`src/rtl/pkt_rx_pkg.sv`:
```
package pkt_rx_pkg;
  localparam int unsigned BYTE_W = 8;
  localparam int unsigned SPD_W  = 2;
  localparam int unsigned CTL_W  = 2;

  typedef enum logic [CTL_W-1:0] {
    CTL_IDLE   = 2'b00,
    CTL_STATUS = 2'b01,
    CTL_RECV   = 2'b10,
    CTL_GRANT  = 2'b11
  } ctl_e;

  typedef enum logic [SPD_W-1:0] {
    SPD_S100 = 2'd0,
    SPD_S200 = 2'd1,
    SPD_S400 = 2'd2,
    SPD_RSVD = 2'd3
  } spd_e;

  typedef enum logic [1:0] {
    ST_WAIT,
    ST_ON,
    ST_PAY,
    ST_SKIP
  } rx_st_e;
endpackage

```
`src/rtl/rx_speed_decode.sv`:
```
module rx_speed_decode
  import pkt_rx_pkg::*;
#(
  parameter int unsigned DW = BYTE_W
) (
  input  logic [DW-1:0]    data_i,
  input  logic [SPD_W-1:0] max_i,
  output logic [SPD_W-1:0] code_o,
  output logic             ok_o
);
  localparam int unsigned MSB = DW - 1;
  localparam logic [DW-1:0] S400_PAT = {4'b0101, {(DW-4){1'b0}}};

  logic valid;
  spd_e code, lim;

  always_comb begin
    code  = SPD_S100;
    valid = 1'b0;
    if (data_i[MSB -: 2] == 2'b00) begin
      code  = SPD_S100;
      valid = 1'b1;
    end else if (data_i[MSB -: 4] == 4'b0100) begin
      code  = SPD_S200;
      valid = 1'b1;
    end else if (data_i == S400_PAT) begin
      code  = SPD_S400;
      valid = 1'b1;
    end
    lim = (max_i == SPD_RSVD) ? SPD_S400 : spd_e'(max_i);
  end

  assign code_o = code;
  assign ok_o   = valid && (code <= lim);
endmodule

```
`src/rtl/rx_frame_fsm.sv`:
```
module rx_frame_fsm
  import pkt_rx_pkg::*;
(
  input  logic             clk_i,
  input  logic             rst_ni,
  input  logic [CTL_W-1:0] ctl_i,
  input  logic             on_i,
  input  logic             spd_ok_i,
  output logic             byte_o,
  output logic             sop_o,
  output logic             eop_o,
  output logic             drop_o,
  output logic             load_o
);
  rx_st_e st_q, st_d;
  logic   seen_q, seen_d;
  logic   is_rx;

  assign is_rx = (ctl_i == CTL_RECV);

  always_comb begin
    st_d   = st_q;
    seen_d = seen_q;
    byte_o = 1'b0;
    sop_o  = 1'b0;
    eop_o  = 1'b0;
    drop_o = 1'b0;
    load_o = 1'b0;
    unique case (st_q)
      ST_WAIT: if (is_rx) st_d = on_i ? ST_ON : ST_SKIP;
      ST_ON: begin
        if (!is_rx) begin
          st_d = ST_WAIT;
        end else if (!on_i) begin
          if (spd_ok_i) begin
            load_o = 1'b1;
            seen_d = 1'b0;
            st_d   = ST_PAY;
          end else begin
            drop_o = 1'b1;
            st_d   = ST_SKIP;
          end
        end
      end
      ST_PAY: begin
        if (is_rx) begin
          byte_o = 1'b1;
          sop_o  = !seen_q;
          seen_d = 1'b1;
        end else begin
          eop_o = 1'b1;
          st_d  = ST_WAIT;
        end
      end
      ST_SKIP: if (!is_rx) st_d = ST_WAIT;
      default: st_d = ST_WAIT;
    endcase
  end

  always_ff @(posedge clk_i or negedge rst_ni) begin
    if (!rst_ni) begin
      st_q   <= ST_WAIT;
      seen_q <= 1'b0;
    end else begin
      st_q   <= st_d;
      seen_q <= seen_d;
    end
  end
endmodule

```
`src/rtl/rx_out_stage.sv`:
```
module rx_out_stage
  import pkt_rx_pkg::*;
#(
  parameter int unsigned DW = BYTE_W
) (
  input  logic             clk_i,
  input  logic             rst_ni,
  input  logic             byte_i,
  input  logic             sop_i,
  input  logic             eop_i,
  input  logic             drop_i,
  input  logic             load_i,
  input  logic             grant_i,
  input  logic [DW-1:0]    data_i,
  input  logic [SPD_W-1:0] spd_i,
  output logic             valid_o,
  output logic [DW-1:0]    data_o,
  output logic             sop_o,
  output logic             eop_o,
  output logic             drop_o,
  output logic             grant_o,
  output logic [SPD_W-1:0] spd_o
);
  always_ff @(posedge clk_i or negedge rst_ni) begin
    if (!rst_ni) begin
      valid_o <= 1'b0;
      data_o  <= '0;
      sop_o   <= 1'b0;
      eop_o   <= 1'b0;
      drop_o  <= 1'b0;
      grant_o <= 1'b0;
      spd_o   <= '0;
    end else begin
      valid_o <= byte_i;
      sop_o   <= sop_i;
      eop_o   <= eop_i;
      drop_o  <= drop_i;
      grant_o <= grant_i;
      if (byte_i) data_o <= data_i;
      if (load_i) spd_o  <= spd_i;
    end
  end
endmodule

```
`src/rtl/pkt_rx_decoder.sv`:
```
module pkt_rx_decoder
  import pkt_rx_pkg::*;
(
  input  logic                clk_i,
  input  logic                rst_ni,
  input  logic [CTL_W-1:0]    ctl_i,
  input  logic [BYTE_W-1:0]   data_i,
  input  logic [SPD_W-1:0]    max_speed_i,
  output logic                rx_valid_o,
  output logic [BYTE_W-1:0]   rx_data_o,
  output logic                rx_sop_o,
  output logic                rx_eop_o,
  output logic [SPD_W-1:0]    rx_speed_o,
  output logic                rx_drop_o,
  output logic                grant_o
);
  logic [SPD_W-1:0] spd_code;
  logic spd_ok, byte_s, sop_s, eop_s, drop_s, load_s, grant_s;

  assign grant_s = (ctl_i == CTL_GRANT);

  rx_speed_decode #(.DW(BYTE_W)) u_spd (
    .data_i (data_i),
    .max_i  (max_speed_i),
    .code_o (spd_code),
    .ok_o   (spd_ok)
  );

  rx_frame_fsm u_fsm (
    .clk_i    (clk_i),
    .rst_ni   (rst_ni),
    .ctl_i    (ctl_i),
    .on_i     (data_i[BYTE_W-1]),
    .spd_ok_i (spd_ok),
    .byte_o   (byte_s),
    .sop_o    (sop_s),
    .eop_o    (eop_s),
    .drop_o   (drop_s),
    .load_o   (load_s)
  );

  rx_out_stage #(.DW(BYTE_W)) u_out (
    .clk_i   (clk_i),
    .rst_ni  (rst_ni),
    .byte_i  (byte_s),
    .sop_i   (sop_s),
    .eop_i   (eop_s),
    .drop_i  (drop_s),
    .load_i  (load_s),
    .grant_i (grant_s),
    .data_i  (data_i),
    .spd_i   (spd_code),
    .valid_o (rx_valid_o),
    .data_o  (rx_data_o),
    .sop_o   (rx_sop_o),
    .eop_o   (rx_eop_o),
    .drop_o  (rx_drop_o),
    .grant_o (grant_o),
    .spd_o   (rx_speed_o)
  );
endmodule

```
`config.mk`:
```
export PLATFORM = sky130hd
export DESIGN_NAME = pkt_rx_decoder
export DESIGN_NICKNAME = d
export VERILOG_FILES = /design/src/rtl/pkt_rx_pkg.sv /design/src/rtl/rx_speed_decode.sv /design/src/rtl/rx_frame_fsm.sv /design/src/rtl/rx_out_stage.sv /design/src/rtl/pkt_rx_decoder.sv
export SDC_FILE = /design/constraint.sdc
export NUM_CORES = 1
export LEC_CHECK = 0
export BUFFER_PORTS_ARGS = -buffer_cell sky130_fd_sc_hd__buf_4
export CAP_MARGIN = 20
export CELL_PAD_IN_SITES_DETAIL_PLACEMENT = 1
export CELL_PAD_IN_SITES_GLOBAL_PLACEMENT = 2
export CORE_MARGIN = 2
export CORE_UTILIZATION = 29
export DETAILED_ROUTE_END_ITERATION = 8
export GPL_ROUTABILITY_DRIVEN = 0
export GPL_TIMING_DRIVEN = 0
export PLACE_DENSITY = 0.78
export SKIP_LAST_GASP = 1
export SLEW_MARGIN = 5
export SYNTH_ARGS = -nofsm -noshare
export SYNTH_HDL_FRONTEND = slang
export SYNTH_SLANG_ARGS = --single-unit
```
`constraint.sdc`:
```
create_clock -name clk_i -period 2 [get_ports clk_i]
set_input_delay 0.6 -clock clk_i [delete_from_list [all_inputs] [get_ports clk_i]]
set_output_delay 0.6 -clock clk_i [all_outputs]
set_load 0.01 [all_outputs]
```
==> results.ini <==
[grt]
grt_pass1_vias=652
grt-ovfl-total=0
antenna_found_initial=0
grtUsageMet3_pct=4.92
grt_pass1_wl_um=2930
grt_usage_pct=12.2
gr-max-usage-layer=met2
grtUsageMet2_pct=19.9
grt_max_degree=19
gr-usage-met1_pct=15.5

[sta]
setup_viol=5
clock_skew_ns=0.00124
hold_violations=0
slew_headroom_pct=45.7
tightest_slew_ns=0.811
rsz0062_at_grt=yes
setup_slack_ns=-0.605
period_minus_slack_ns=2.61
final_max_slew_viol_count=0
fmax_ghz=0.384
fin_setup_tns_ns=-2.41
timing.final.crit_share_pct=130

[floorplanning]
die_area_mm2=0.00306
die_y_um=55.3
start_util_pct=30.8
rows=18
die_x_um=55.3
num_io_pins=29
core_mm2=0.00248

[final_layout]
final_nets=113
stdcell_count=126
mostFrequentLayoutCells=buf_4, dfrtp_1, mux2_2
n_antenna_cell=0
drive_gt1_share_pct=59.4
layout_commonest_cell=buf_4
fill_cells=282
final_util_pct=46.1
syn_to_final_growth_pct=49.7

[detailed_routing]
post-route-drc-count=0
vias_per_cell=4.71
drt_wl_total_um=1680
ant_nets=0
vias=593
firstDrtPassIters=5
drt_iter0_drc=4
wl_per_cell_um=13.4

[clocking]
cts.clk_slew.worst_paths_ns=0.10
cts_max_level=1
cts_buffers=3
cts_root_buffer=clkbuf_4
clockBufferDepth=2
clkSinkCount=18
cts_tree=done
insertion_delay_ns=0.29

[worst_setup_path]
critPathMaxFanout=3
critPathCaptureType=flip-flop
cp-start-kind=primary input
crit_type=primary input to flip-flop
required_ns=2.19
arrival_ns=2.79

[logic_synthesis]
ys_async_sr_fraction_pct=100
synth_edf_count=0
synth_top_family_by_area=multiplexers
netlist_area_um2=763
synthSimpleGateAreaFrac_pct=14.6
synth_mux_area_share_pct=15.1
yosysTopAreaCellShare_pct=59.0
avgSynthCellArea_um2=12.9
synth.area.top_cells=dfrtp_1, mux2_2, ha_1
yosys.area.top_type=dfrtp_1
synth_ff_type=dfrtp_1
synth_fa_ha_area_share_pct=3.28
synth-seq-area-share_pct=59.0
synth-xor-area-share_pct=0
syn-instance-count=59
yosys_warnings=0
synth_fp_nets=75
ys_ff_latch=18
synth_cell_types=22
synth_compound_area_share_pct=6.07

[status]
violations=negative setup slack
status=finished with violations

[job]
cap_viol_max_count=0

[placed_design]
placedCellCount=117
dp_hpwl_um=1260
numPortBuffers=28

[pwr]
power.density_mw_per_mm2=783
ir_worst_vdd_mv=0.653
leakage_nw=0.561

[min_path]
timing.hold.worst.class=primary input to asynchronous set/reset pin

==> area by class of cell <==
class	instances	area (µm²)	area share, %
Sequential cell	18	450	39.4
Timing Repair Buffer	33	255	22.3
Multi-Input combinational cell	37	345	30.2
Tap cell	30	37.5	3.29
Clock buffer	4	36.3	3.18
Inverter	4	17.5	1.53
==> stage by stage <==
step / setup WS, ns / area (µm²) / hold WS [ns] / total power [mW]
global route: -0.638 / 1140 / 0.151 / 0.944
finish: -0.605 / 1140 / 0.150 / 0.895
floorplan: -0.763 / 776 / 0.304 / 0.540
global placement: -0.960 / 1020 / 0.436 / 0.655
CTS: -0.573 / 1140 / 0.149 / 0.907
detailed placement: -0.967 / 1020 / 0.448 / 0.667
==> layer usage <==
layer  share of wire (%)  wire length [µm]  vias up
met5                   0                 0        -
met4                   0                 0        0
met3                 7.1               119        0
met2                  51               862       25
met1                  42               702      290
li1                    -                 -      278
==> cell families (layout without fill, tap and decap cells) <==
family                     after synthesis  in the layout
adders and majority gates                2              2
and+or+nand+nor                         18             18
DFF                                     18             18
buffers and inverters                    4             41
muxes                                   10             10
AOI/OAI and AO/OA                        7              7
==> final timing paths <==
| path | from | to | slack [ns] | cells past startpoint |
|---|---|---|---|---|
| max | data_i[1] | u_out.spd_o[1]$_DFFE_PN0P_ | -0.61 | 9 |
| min | rst_ni | u_fsm.seen_q$_DFFE_PN0P_ | 0.15 | 1 |
| max reg2reg | u_fsm.st_q[0]$_DFFE_PN0P_ | u_out.data_o[2]$_DFFE_PN0P_ | 0.26 | 3 |
| min reg2reg | u_fsm.seen_q$_DFFE_PN0P_ | u_out.sop_o$_DFF_PN0_ | 0.46 | 1 |
| max in group asynchronous | rst_ni | u_out.data_o[6]$_DFFE_PN0P_ | 1.66 | 1 |
| min in group clk_i | u_fsm.seen_q$_DFFE_PN0P_ | u_out.sop_o$_DFF_PN0_ | 0.46 | 1 |
==> Yosys cell counts, types with 2 or more instances <==
cell type  instances
a21oi_1            3
nor2_1             3
mux2_2             8
nand2b_1           3
dfrtp_1           18
ha_1               2
nor2b_1            3
nand2_1            2
inv_1              4
==> report_power, final <==
part	total (mW)	leakage (nW)	switching (mW)	internal [mW]
Combinational	0.221	0.313	0.0896	0.131
Clock	0.225	0.0210	0.114	0.111
Sequential	0.448	0.227	0.0296	0.419
Total	0.895	0.561	0.234	0.661
==> worst max-delay path: stages <==
cell	delay, ns
buf_6	0.09
or4b_4	0.52
or4_4	0.45
inv_4	0.08
ha_4	0.20
nor2b_4	0.12
a2bb2oi_2	0.13
a211o_1	0.29
mux2_4	0.31
==> repair_timing <==
item,CTS,global route
gates resized for setup,9,2
endpoints found under the setup margin,5,5
setup buffers,5,1
hold buffers,0,0
endpoints found under the hold margin,0,0
pin swaps,2,2
==> state kept, by name, indices dropped and copies added (netlist names) <==
signal	flops
u_out.grant_o	1
u_out.data_o	8
u_fsm.seen_q	1
u_out.valid_o	1
u_out.eop_o	1
u_out.sop_o	1
u_out.spd_o	2
u_fsm.st_q	2
u_out.drop_o	1
No activity file was read; power rests on OpenSTA's default activity.
